File: src/rtl/tac_pkg.sv
package tac_pkg;

    typedef enum logic [2:0] {
        OP_PRELOAD = 3'd0,
        OP_VERIFY  = 3'd1,
        OP_READSIG = 3'd2,
        OP_LOCK    = 3'd3,
        OP_ERASE   = 3'd4
    } tac_op_e;

    typedef enum logic {
        PH_IDLE = 1'b0,
        PH_SIG  = 1'b1
    } tac_phase_e;

endpackage

File: src/rtl/tac_hold_timer.sv
module tac_hold_timer #(
    parameter int PR_CYCLES = 150
) (
    input  logic clk,
    input  logic rst_n,
    output logic hold
);
    localparam int CW = $clog2(PR_CYCLES + 1);

    logic [CW-1:0] cnt_d, cnt_q;

    always_comb begin
        cnt_d = cnt_q;
        if (cnt_q < CW'(PR_CYCLES)) begin
            cnt_d = cnt_q + 1'b1;
        end
    end

    always_ff @(posedge clk or negedge rst_n) begin
        if (!rst_n) begin
            cnt_q <= '0;
        end else begin
            cnt_q <= cnt_d;
        end
    end

    assign hold = (cnt_q < CW'(PR_CYCLES));
endmodule

File: src/rtl/tac_cfg_store.sv
module tac_cfg_store #(
    parameter int WORDS  = 16,
    parameter int DATA_W = 8,
    parameter int ADDR_W = 4
) (
    input  logic              clk,
    input  logic              rst_n,
    input  logic              erase,
    input  logic [ADDR_W-1:0] rd_addr,
    output logic [DATA_W-1:0] rd_data
);
    logic [DATA_W-1:0] mem_d [WORDS];
    logic [DATA_W-1:0] mem_q [WORDS];

    always_comb begin
        for (int i = 0; i < WORDS; i++) begin
            mem_d[i] = erase ? '1 : mem_q[i];
        end
    end

    always_ff @(posedge clk or negedge rst_n) begin
        if (!rst_n) begin
            for (int i = 0; i < WORDS; i++) begin
                mem_q[i] <= DATA_W'((i * 29) ^ 32'h5A);
            end
        end else begin
            for (int i = 0; i < WORDS; i++) begin
                mem_q[i] <= mem_d[i];
            end
        end
    end

    assign rd_data = mem_q[rd_addr];
endmodule

File: src/rtl/tac_sig_mux.sv
module tac_sig_mux #(
    parameter int          SIG_WIDTH = 64,
    parameter int          DATA_W    = 8,
    parameter logic [63:0] SIG_VALUE = 64'h0123_4567_89AB_CDEF
) (
    input  logic [$clog2(SIG_WIDTH/DATA_W)-1:0] beat,
    output logic [DATA_W-1:0]                   byte_out
);
    localparam int BEATS = SIG_WIDTH / DATA_W;

    logic [DATA_W-1:0] lanes [BEATS];

    for (genvar g = 0; g < BEATS; g++) begin : g_lane
        assign lanes[g] = SIG_VALUE[g*DATA_W +: DATA_W];
    end

    assign byte_out = lanes[beat];
endmodule

File: src/rtl/regbank_test_ctrl.sv
module regbank_test_ctrl
    import tac_pkg::*;
#(
    parameter int          NUM_REGS  = 8,
    parameter int          CFG_WORDS = 16,
    parameter int          ADDR_W    = 4,
    parameter int          DATA_W    = 8,
    parameter int          PR_CYCLES = 150,
    parameter int          SIG_WIDTH = 64,
    parameter logic [63:0] SIG_VALUE = 64'h0123_4567_89AB_CDEF
) (
    input  logic                clk,
    input  logic                rst_n,
    input  logic                func_en,
    input  logic [NUM_REGS-1:0] func_d,
    output logic [NUM_REGS-1:0] q_n,
    input  logic                cmd_valid,
    output logic                cmd_ready,
    input  logic [2:0]          cmd_op,
    input  logic [ADDR_W-1:0]   cmd_addr,
    input  logic                cmd_value,
    output logic                rsp_valid,
    output logic [DATA_W-1:0]   rsp_data,
    output logic                rsp_err,
    output logic                rsp_last
);
    localparam int SIG_BEATS = SIG_WIDTH / DATA_W;
    localparam int BEAT_W    = $clog2(SIG_BEATS);

    typedef struct packed {
        tac_phase_e          phase;
        logic [BEAT_W-1:0]   beat;
        logic                lock;
        logic [NUM_REGS-1:0] regs;
        logic                rsp_valid;
        logic [DATA_W-1:0]   rsp_data;
        logic                rsp_err;
        logic                rsp_last;
    } ctl_t;

    ctl_t ctl_d, ctl_q;

    logic              hold_w;
    logic              erase_w;
    logic              accept_w;
    logic [DATA_W-1:0] cfg_word_w;
    logic [DATA_W-1:0] sig_byte_w;

    tac_hold_timer #(.PR_CYCLES(PR_CYCLES)) u_hold (
        .clk   (clk),
        .rst_n (rst_n),
        .hold  (hold_w)
    );

    tac_cfg_store #(
        .WORDS  (CFG_WORDS),
        .DATA_W (DATA_W),
        .ADDR_W (ADDR_W)
    ) u_cfg (
        .clk     (clk),
        .rst_n   (rst_n),
        .erase   (erase_w),
        .rd_addr (cmd_addr),
        .rd_data (cfg_word_w)
    );

    tac_sig_mux #(
        .SIG_WIDTH (SIG_WIDTH),
        .DATA_W    (DATA_W),
        .SIG_VALUE (SIG_VALUE)
    ) u_sig (
        .beat     (ctl_q.beat),
        .byte_out (sig_byte_w)
    );

    assign cmd_ready = !hold_w && (ctl_q.phase == PH_IDLE);
    assign accept_w  = cmd_valid && cmd_ready;

    always_comb begin
        ctl_d           = ctl_q;
        ctl_d.rsp_valid = 1'b0;
        ctl_d.rsp_data  = '0;
        ctl_d.rsp_err   = 1'b0;
        ctl_d.rsp_last  = 1'b0;
        erase_w         = 1'b0;

        // Functional load first; a preload in the same cycle overrides its bit.
        if (func_en && !hold_w) begin
            ctl_d.regs = func_d;
        end

        if (ctl_q.phase == PH_SIG) begin
            ctl_d.rsp_valid = 1'b1;
            ctl_d.rsp_data  = sig_byte_w;
            if (ctl_q.beat == BEAT_W'(SIG_BEATS - 1)) begin
                ctl_d.rsp_last = 1'b1;
                ctl_d.phase    = PH_IDLE;
                ctl_d.beat     = '0;
            end else begin
                ctl_d.beat = ctl_q.beat + 1'b1;
            end
        end else if (accept_w) begin
            case (tac_op_e'(cmd_op))
                OP_PRELOAD: begin
                    ctl_d.rsp_valid = 1'b1;
                    ctl_d.rsp_last  = 1'b1;
                    if (ctl_q.lock || (int'(cmd_addr) >= NUM_REGS)) begin
                        ctl_d.rsp_err = 1'b1;
                    end else begin
                        for (int i = 0; i < NUM_REGS; i++) begin
                            if (cmd_addr == ADDR_W'(i)) begin
                                ctl_d.regs[i] = cmd_value;
                            end
                        end
                    end
                end
                OP_VERIFY: begin
                    ctl_d.rsp_valid = 1'b1;
                    ctl_d.rsp_last  = 1'b1;
                    if (ctl_q.lock) begin
                        ctl_d.rsp_err = 1'b1;
                    end else begin
                        ctl_d.rsp_data = cfg_word_w;
                    end
                end
                OP_READSIG: begin
                    ctl_d.phase = PH_SIG;
                    ctl_d.beat  = '0;
                end
                OP_LOCK: begin
                    ctl_d.lock      = 1'b1;
                    ctl_d.rsp_valid = 1'b1;
                    ctl_d.rsp_last  = 1'b1;
                end
                OP_ERASE: begin
                    ctl_d.lock      = 1'b0;
                    erase_w         = 1'b1;
                    ctl_d.rsp_valid = 1'b1;
                    ctl_d.rsp_last  = 1'b1;
                end
                default: begin
                    ctl_d.rsp_valid = 1'b1;
                    ctl_d.rsp_last  = 1'b1;
                    ctl_d.rsp_err   = 1'b1;
                end
            endcase
        end
    end

    always_ff @(posedge clk or negedge rst_n) begin
        if (!rst_n) begin
            ctl_q <= '{phase: PH_IDLE, beat: '0, lock: 1'b0, regs: '0,
                       rsp_valid: 1'b0, rsp_data: '0, rsp_err: 1'b0,
                       rsp_last: 1'b0};
        end else begin
            ctl_q <= ctl_d;
        end
    end

    assign q_n       = ~ctl_q.regs;
    assign rsp_valid = ctl_q.rsp_valid;
    assign rsp_data  = ctl_q.rsp_data;
    assign rsp_err   = ctl_q.rsp_err;
    assign rsp_last  = ctl_q.rsp_last;
endmodule

File: config.mk
export PLATFORM = sky130hd
export DESIGN_NAME = regbank_test_ctrl
export DESIGN_NICKNAME = d
export VERILOG_FILES = /design/src/rtl/tac_pkg.sv /design/src/rtl/tac_hold_timer.sv /design/src/rtl/tac_cfg_store.sv /design/src/rtl/tac_sig_mux.sv /design/src/rtl/regbank_test_ctrl.sv
export SDC_FILE = /design/constraint.sdc
export NUM_CORES = 1
export LEC_CHECK = 0
export ABC_CLOCK_PERIOD_IN_PS = 1900
export CORE_ASPECT_RATIO = 0.5
export CORE_MARGIN = 2
export CORE_UTILIZATION = 56
export CTS_CLUSTER_DIAMETER = 150
export DETAILED_ROUTE_END_ITERATION = 8
export DONT_BUFFER_PORTS = 1
export MAX_ROUTING_LAYER = met4
export PLACE_DENSITY = 0.75
export SLEW_MARGIN = 20
export SYNTH_ARGS = -nofsm -noshare
export SYNTH_HDL_FRONTEND = slang
export SYNTH_SLANG_ARGS = --single-unit
File: constraint.sdc
create_clock -name clk -period 1.9 [get_ports clk]
set_clock_uncertainty 0.15 [all_clocks]
set_input_delay 0.38 -clock clk [delete_from_list [all_inputs] [get_ports clk]]
set_output_delay 0.38 -clock clk [all_outputs]
set_load 0.01 [all_outputs]
==> flow_summary.json, run 1 <==
{
  "outcome": "finished, violations left",
  "violations": "DRC, setup timing",
  "grt_first_pass_wirelength_um": 6370,
  "io_pins": 40,
  "worst_pin_slew_ns": 0.301,
  "cp-end-kind": "primary output",
  "use_met3": 0.0676,
  "wire_per_inst_um": 16.3,
  "drive_above_1_share": 0.228,
  "rsz0062_at_grt": "yes",
  "worstPathRequired_ns": 1.37,
  "die_area_um2": 3850,
  "layout_common_cells": "32 x dfrtp_1, 20 x nand2_1, 17 x buf_4",
  "routed_wl_um": 3940,
  "worst_path_max_delay_cell": "dfrtp_1",
  "drc_errors": 4,
  "fin_ws_ns": -0.0256,
  "cts_tree": "done",
  "fin_nets": 224,
  "die_w_um": 85.7,
  "criticalPathCategory": "reg -> out",
  "p_seq_frac": 0.520,
  "finalCriticalPeriod_ns": 1.93,
  "ys_ff_latch": 33,
  "io_buffers": 0,
  "htree_levels": 2,
  "gr-usage-met2": 0.375,
  "yosysTopAreaCell": "dfrtp_1",
  "synth_edf_count": 0,
  "fmax_mhz": 519,
  "ys.flop_type": "dfrtp_1",
  "yosys.area.top_type_share": 0.441,
  "vdd_ir_drop_max_uv": 462,
  "path_clk_slew_ns": 0.07,
  "num_vias": 1454,
  "critPathMaxStageDelay_ns": 0.42,
  "antenna_found_initial": 0,
  "leakage_nw": 0.966,
  "die_h_um": 44.9,
  "clock_sinks": 33,
  "antennaDiodeCount": 0,
  "finalInstanceArea_um2": 2110,
  "fin_total_pwr_w": 0.00135,
  "num_rows": 14,
  "postRouteAntennaNets": 0,
  "cts_buffer_depth": 2,
  "synth.area.top_cells": "dfrtp_1 44%, mux2_1 4.8%, mux2_2 4.8%",
  "crit_family": "compound AO/OA/AOI/OAI gates",
  "syn_inst": 191,
  "start_util": 0.603,
  "area_growth_pct": 12.8,
  "use_met1": 0.283,
  "synth_cell_types": 42,
  "min_path_type": "in -> reg",
  "place_area_um2": 1870,
  "clkPwrFrac": 0.438,
  "async_flop_share": 1.00,
  "drv_slew": 0,
  "maxCapViolCount": 0,
  "finalSetupViolations": 1,
  "syn-cell-area_um2": 1870,
  "worstSkewPairLatency_ns": 0.29,
  "crit_chain": "a211o_1, o21ai_2, buf_6, nor2_4",
  "cts_root_buf": "clkbuf_8",
  "power_frac_comb": 0.041,
  "grt_pass1_vias": 1385,
  "critPathMaxFanout": 3,
  "dp_hpwl_um": 2630,
  "cp-start-kind": "register",
  "p_sw_frac": 0.218,
  "setup-tns-final_ns": -0.0256,
  "crit_buf_inv": 1,
  "synth-seq-area-share": 0.441,
  "first_pass_iters": 6,
  "track_usage": 0.230,
  "internal-power_w": 0.00106,
  "fin_crit_sh": 1.01,
  "cp_data_arrival_time_ns": 1.40,
  "coreArea_um2": 3100,
  "grt_overflow": 0,
  "timing.hold.ws_ns": 0.0401,
  "avgSynthCellArea_um2": 9.79,
  "numCtsBuffers": 5,
  "powerDensity_nw_per_um2": 640,
  "syn_nets": 214,
  "mostFrequentLayoutCell": "dfrtp_1",
  "avgViaCountPerCell": 6.01,
  "switchingPower_w": 0.000295,
  "top_usage_layer": "met2",
  "finalWeightedCongestion": 0.849,
  "place_ws_ns": 0.00771,
  "ys_warn_count": 0,
  "drt_iter0_drc": 84,
  "hold_viol": 0,
  "slew_headroom": 0.798,
  "grt_max_degree": 34
}
==> power by group through the flow <==
stage | Sequential, W | Combinational, W | Clock [W]
finish | 0.000702 | 0.0000559 | 0.000592
global route | 0.000702 | 0.0000628 | 0.000629
CTS | 0.000702 | 0.0000562 | 0.000592
detailed placement | 0.000716 | 0.0000355 | 0
global placement | 0.000716 | 0.0000341 | 0
floorplan | 0.000716 | 0.0000474 | 0
==> cells by family after synthesis <==
logic type	count (synthesis)	synth area share
compound gates	33	0.120
xor+xnor	8	0.0375
fa+ha+maj	4	0.0254
buf+inv	29	0.0809
flops	33	0.441
mux	16	0.0963
simple gates	68	0.199
==> worst paths after layout <==
| path | startpoint | end | slack, ns | cells past startpoint |
|---|---|---|---|---|
| max in group asynchronous | rst_n | u_hold.cnt_q[4] | 1.01 | 2 |
| max reg2reg | u_hold.cnt_q[3] | ctl_q[19] | 0.03 | 8 |
| min reg2reg | u_hold.cnt_q[0] | u_hold.cnt_q[0] | 0.36 | 1 |
| min in group asynchronous | rst_n | ctl_q[23] | 0.41 | 2 |
| max | u_hold.cnt_q[3] | cmd_ready | -0.03 | 4 |
| min | cmd_op[0] | u_cfg.mem_q[120] | 0.04 | 1 |
==> area by class of cell <==
class | count | area [µm²]
well taps | 40 | 50.0
clock inverters | 1 | 5.00
inverters | 12 | 45.0
clock buffers | 7 | 96.3
repair buffers | 20 | 169
multi-input cells | 129 | 918
fillers | 254 | 990
flip-flops and latches | 33 | 827
==> layer usage <==
metal / share of wire / up-vias / routed length [µm]
met1: 0.46 / 711 / 1800
met2: 0.47 / 49 / 1850
met3: 0.056 / 12 / 222
li1: - / 682 / -
met5: 0 / - / 0
met4: 0.018 / 0 / 72
==> Yosys cell counts (2+ instances only) <==
| cell | number |
|---|---|
| dfrtp_1 | 33 |
| nand2_1 | 20 |
| inv_1 | 12 |
| o21ai_0 | 12 |
| nor2_1 | 10 |
| buf_4 | 9 |
| mux2_1 | 8 |
| mux2_2 | 8 |
| nand4_1 | 6 |
| clkbuf_1 | 5 |
| nor2b_1 | 5 |
| xnor2_1 | 5 |
| nand2b_1 | 4 |
| nand3_1 | 4 |
| nand4b_1 | 4 |
| nor3_1 | 4 |
| nor3b_1 | 4 |
| a21oi_1 | 3 |
| and3_1 | 3 |
| ha_1 | 3 |
| xor2_1 | 3 |
| a211o_1 | 2 |
| a21o_1 | 2 |
| a221oi_1 | 2 |
| o21bai_1 | 2 |
| o22ai_1 | 2 |
==> timing repair <==
action | CTS | global route
pin swaps | 2 | 7
resized for setup | 5 | 3
endpoints found under the hold margin | 33 | 0
setup endpoints to repair | 1 | 9
hold buffers | 2 | 0
buffers inserted | 7 | 4
==> flip-flops by register name (all words and copies together), names as in the netlist <==
| name | flops |
|---|---|
| rsp_err | 1 |
| u_cfg.mem_q | 1 |
| rsp_last | 1 |
| u_hold.cnt_q | 8 |
| ctl_q | 13 |
| rsp_data | 8 |
| rsp_valid | 1 |
==> through the flow <==
step / utilization / cells
3_5_place_dp: 0.602 / 221
6_report: 0.681 / 242
3_3_place_gp: 0.602 / 221
4_1_cts: 0.667 / 238
5_1_grt: 0.681 / 242
2_1_floorplan: - / 191
==> worst reg2reg max path, delay by kind of cell, from the launching register on <==
kind                   cells  cell delay, ns
AOI/OAI and AO/OA          3            0.74
DFF                        1            0.42
and+or+nand+nor            1            0.04
buffers and inverters      4            0.40
Power figures use the tool's default switching activity.
==> inputs of run 2 (changes only) <==
Settings changed: RECOVER_POWER set to 25.
==> run 2 against run 1 <==
  * The flow still finishes with violations (DRC, setup timing)
  * Via count down 0.48%
  * Sequential cell count did not move
  * Sequential power about the same
  * Count of clock-buffer cells in the layout did not move
  * Critical path type unchanged
  * Highest routed layer unchanged
==> flow_summary.json, run 2 (synthesis results as in run 1) <==
{
  "leakage_nw": 0.961,
  "finalInstanceArea_um2": 2100,
  "start_util": 0.603,
  "fin_nets": 224,
  "fmax_mhz": 521,
  "htree_levels": 2,
  "routed_wl_um": 3950,
  "avgViaCountPerCell": 5.98,
  "place_ws_ns": 0.00771,
  "hold_viol": 0,
  "finalWeightedCongestion": 0.849,
  "die_h_um": 44.9,
  "p_sw_frac": 0.217,
  "instances_no_fill": 242,
  "grt_max_degree": 34,
  "cts_root_buf": "clkbuf_8",
  "dp_hpwl_um": 2630,
  "vdd_ir_drop_max_uv": 444,
  "finalCriticalPeriod_ns": 1.92,
  "cp-start-kind": "register",
  "multi_input_area_um2": 918,
  "violations": "DRC, setup timing",
  "min_path_type": "in -> reg",
  "area_growth_pct": 12.0,
  "mostFrequentLayoutCell": "dfrtp_1",
  "finalSetupViolations": 1,
  "cp_data_arrival_time_ns": 1.39,
  "drive_above_1_share": 0.228,
  "powerDensity_nw_per_um2": 641,
  "path_clk_slew_ns": 0.07,
  "critPathMaxFanout": 3,
  "dpl.cell_count": 221,
  "fin_total_pwr_w": 0.00134,
  "drc_errors": 4,
  "rsz0062_at_grt": "yes",
  "clkPwrFrac": 0.439,
  "die_w_um": 85.7,
  "num_rows": 14,
  "antennaDiodeCount": 0,
  "io_buffers": 0,
  "die_area_um2": 3850,
  "final_core_util": 0.676,
  "maxCapViolCount": 0,
  "criticalPathCategory": "reg -> out",
  "numCtsBuffers": 5,
  "fin_crit_sh": 1.01,
  "outcome": "finished, violations left",
  "coreArea_um2": 3100,
  "p_seq_frac": 0.523,
  "internal-power_w": 0.00105,
  "seqCellArea_um2": 827,
  "place_area_um2": 1870,
  "antenna_found_initial": 0,
  "layout_common_cells": "32 x dfrtp_1, 20 x nand2_1, 17 x buf_4",
  "worst_pin_slew_ns": 0.819,
  "wire_per_inst_um": 16.3,
  "grt_pass1_vias": 1385,
  "grt_first_pass_wirelength_um": 6370,
  "power_frac_comb": 0.039,
  "fillers": 256,
  "num_vias": 1447,
  "drv_slew": 0,
  "postRouteAntennaNets": 0,
  "regMostFlops": "ctl_q",
  "drt_iter0_drc": 84,
  "cts_buffer_depth": 2,
  "fin_ws_ns": -0.0177,
  "track_usage": 0.230,
  "slew_headroom": 0.454,
  "io_pins": 40,
  "switchingPower_w": 0.000292,
  "worstPathRequired_ns": 1.37,
  "cp-end-kind": "primary output",
  "clock_sinks": 33,
  "grt_overflow": 0,
  "largest_reg_flops": 13,
  "first_pass_iters": 6,
  "worstSkewPairLatency_ns": 0.28,
  "cts_tree": "done"
}
-- run 2: changes by cell type in the layout (fill, tap and decap cells not counted) --
cell      previous run  this run
buf_12               1         0
clkbuf_2             0         1
-- run 2: routing by layer --
metal | part of all wire | global-route usage
met1 | 0.46 | 0.283
met2 | 0.47 | 0.375
met3 | 0.053 | 0.0676
met4 | 0.014 | 0.0730
met5 | 0 | -
-- run 2: layout make-up --
type,instances,share of cell area
inverter,12,0.0215
clock inverter,1,0.00239
sequential,33,0.395
clock buffer,7,0.0460
timing repair buffer,20,0.0734
multi-input combinational,129,0.438
tap,40,0.0239
-- run 2: critical path, stage by stage, from the launching register on --
cell and delay (ns):
dfrtp_1 0.42, a211o_1 0.33, o21ai_2 0.18, buf_6 0.13
nor2_4 0.04
-- run 2: stage by stage --
step / TNS, ns / hold slack (ns)
2_1_floorplan: 0 / -0.0656
3_3_place_gp: 0 / -0.0650
3_5_place_dp: 0 / -0.0647
4_1_cts: -0.0239 / 0.0357
5_1_grt: -0.114 / 0.0417
6_report: -0.0177 / 0.0399
-- run 2: path summary, 6_finish.rpt --
check                                 from                to  slack [ns]  cells after the start
max                        u_hold.cnt_q[3]         cmd_ready       -0.02                      4
min                              cmd_op[0]  u_cfg.mem_q[120]        0.04                      1
max reg2reg                u_hold.cnt_q[3]         ctl_q[19]        0.04                      8
min reg2reg                u_hold.cnt_q[0]   u_hold.cnt_q[0]        0.36                      1
max in group asynchronous            rst_n   u_hold.cnt_q[4]        0.44                      2
min in group asynchronous            rst_n   u_hold.cnt_q[0]        0.61                      2
-- run 2: repair_timing --
item	in CTS	in global routing
endpoints found under the setup margin	1	9
pin swaps	2	7
hold endpoints to repair	33	0
buffers inserted	7	4
hold buffers	2	0
gates resized for setup	5	3
-- run 2: power by group through the flow --
stage	Clock, W	Combinational, W	Sequential (W)
after floorplan	0	0.0000474	0.000716
after global placement	0	0.0000341	0.000716
after detailed placement	0	0.0000355	0.000716
after CTS	0.000592	0.0000562	0.000702
after global routing	0.000629	0.0000586	0.000702
final	0.000590	0.0000519	0.000702
==> inputs of run 3 (changes only) <==
Settings changed: CORE_UTILIZATION 56 to 42, PLACE_DENSITY 0.75 to 0.6.
==> run 3 against run 2 <==
  * The flow now finishes without violations
  * Maximum frequency rose by 1.9%
  * Register-to-register slack gained 0.03 ns
  * Wire length down 4.7%
  * Design area grew 1.6%
  * Sequential share of layout area shrank 0.60 points
  * Via count shrank 5.3%
  * Setup slack improved by 0.036 ns
  * Die area up 31%
  * Critical path depth unchanged
  * Non-clock buffer count down 1
  * Sequential power hardly changed
==> flow_summary.json, run 3 (synthesis results as in run 1) <==
{
  "drt_iter0_drc": 80,
  "fin_total_pwr_w": 0.00144,
  "hold_viol": 0,
  "cp-end-kind": "primary output",
  "critPathMaxStageDelay_ns": 0.41,
  "reg2reg_slack_ns": 0.07,
  "postRouteAntennaNets": 0,
  "track_usage": 0.172,
  "worst_path_max_delay_cell": "dfrtp_1",
  "worstPathRequired_ns": 1.37,
  "clock_sinks": 33,
  "largest_reg_flops": 13,
  "grt_max_degree": 34,
  "antenna_found_initial": 0,
  "finalInstanceArea_um2": 2130,
  "fin_nets": 223,
  "layout_common_cells": "32 x dfrtp_1, 20 x nand2_1, 15 x buf_4",
  "fillers": 427,
  "htree_levels": 2,
  "criticalPathCategory": "reg -> out",
  "powerDensity_nw_per_um2": 675,
  "drive_above_1_share": 0.219,
  "fin_crit_sh": 0.990,
  "reg2reg_to": "ctl_q[14]",
  "grt_pass1_vias": 1430,
  "drc_errors": 0,
  "fmax_mhz": 531,
  "numCtsBuffers": 5,
  "die_h_um": 51.2,
  "place_area_um2": 1890,
  "maxCapViolCount": 0,
  "outcome": "completed",
  "worstSkewPairLatency_ns": 0.29,
  "first_pass_iters": 4,
  "num_vias": 1370,
  "min_to": "u_cfg.mem_q[120]",
  "finalCriticalPeriod_ns": 1.88,
  "seqCellArea_um2": 827,
  "start_util": 0.431,
  "avgViaCountPerCell": 5.31,
  "leakage_nw": 0.957,
  "cts_buffer_depth": 2,
  "multi_input_area_um2": 918,
  "r2r_start": "ctl_q[19]",
  "dp_hpwl_um": 2680,
  "antennaDiodeCount": 0,
  "routed_wl_um": 3770,
  "hold_depth": 1,
  "final_core_util": 0.490,
  "worst_pin_slew_ns": 0.821,
  "min_path_type": "in -> reg",
  "vdd_ir_drop_max_uv": 335,
  "cp_data_arrival_time_ns": 1.35,
  "io_buffers": 0,
  "num_rows": 17,
  "cts_tree": "done",
  "path_clk_slew_ns": 0.07,
  "die_area_um2": 5040,
  "critPathMaxFanout": 3,
  "finalSetupViolations": 0,
  "die_w_um": 98.4,
  "wire_per_inst_um": 14.6,
  "crit_buf_inv": 1,
  "cts_root_buf": "clkbuf_8",
  "crit_family": "compound AO/OA/AOI/OAI gates",
  "drv_slew": 0,
  "grt_overflow": 0,
  "rsz0062_at_grt": "yes",
  "cp-start-kind": "register",
  "crit_chain": "a211o_1, o21ai_2, buf_6, nor2_4",
  "coreArea_um2": 4340,
  "regMostFlops": "ctl_q",
  "r2r_cells": 4,
  "io_pins": 40,
  "mostFrequentLayoutCell": "dfrtp_1",
  "grt_first_pass_wirelength_um": 6570,
  "slew_headroom": 0.452,
  "area_growth_pct": 13.8,
  "holdCritStartpoint": "cmd_op[0]",
  "finalWeightedCongestion": 0.874
}
run 3: metrics by stage:
| step | hold slack (ns) | setup WS (ns) | instances | setup TNS [ns] |
|---|---|---|---|---|
| floorplan | -0.0656 | 0.0886 | 191 | 0 |
| global placement | -0.0649 | 0.0944 | 238 | 0 |
| detailed placement | -0.0649 | 0.0365 | 238 | 0 |
| CTS | 0.0239 | -0.0344 | 254 | -0.0344 |
| global route | 0.0360 | -0.0423 | 258 | -0.0423 |
| finish | 0.0292 | 0.0185 | 258 | 0 |
run 3: final cells by class:
class,instances,area share
clock buffers,7,0.0406
inverters,12,0.0212
multi-input cells,129,0.432
clock inverters,1,0.0141
repair buffers,19,0.0705
well taps,57,0.0335
flip-flops and latches,33,0.389
run 3: worst max-delay path by stage:
stage,start,endpoint,slack (ns),cells past startpoint
after CTS,u_hold.cnt_q[4],cmd_ready,-0.03,4
after detailed placement,u_hold.cnt_q[4],ctl_q[11],0.04,5
final,u_hold.cnt_q[3],cmd_ready,0.02,4
after floorplan,cmd_addr[3],ctl_q[11],0.09,5
after global placement,ctl_q[19],ctl_q[17],0.09,4
after global routing,u_hold.cnt_q[3],cmd_ready,-0.04,4
run 3: metal layers:
layer  wire length [µm]  GRT usage  part of all wire
met3                249     0.0492             0.066
met4                 40     0.0776             0.011
met2               1720      0.273              0.46
met5                  0          -                 0
met1               1760      0.208              0.47
run 3: power by group:
group	switching, W	internal [W]	leakage, nW
registers	0	0.000702	0.436
logic	0.0000293	0.0000221	0.462
clock network	0.000256	0.000427	0.0585
total	0.000286	0.00115	0.957
run 3: worst register-to-register path, stage by stage (launching register included):
cell and delay (ns):
dfrtp_1 0.37, or3_4 0.34, nor3_4 0.34, nand4b_1 0.18
mux2_4 0.32
run 3: repair_timing:
action,CTS,global route
hold buffers,2,0
pin swaps,2,6
gates resized for setup,5,4
endpoints found under the hold margin,33,0
buffers inserted,6,4
endpoints found under the setup margin,1,9
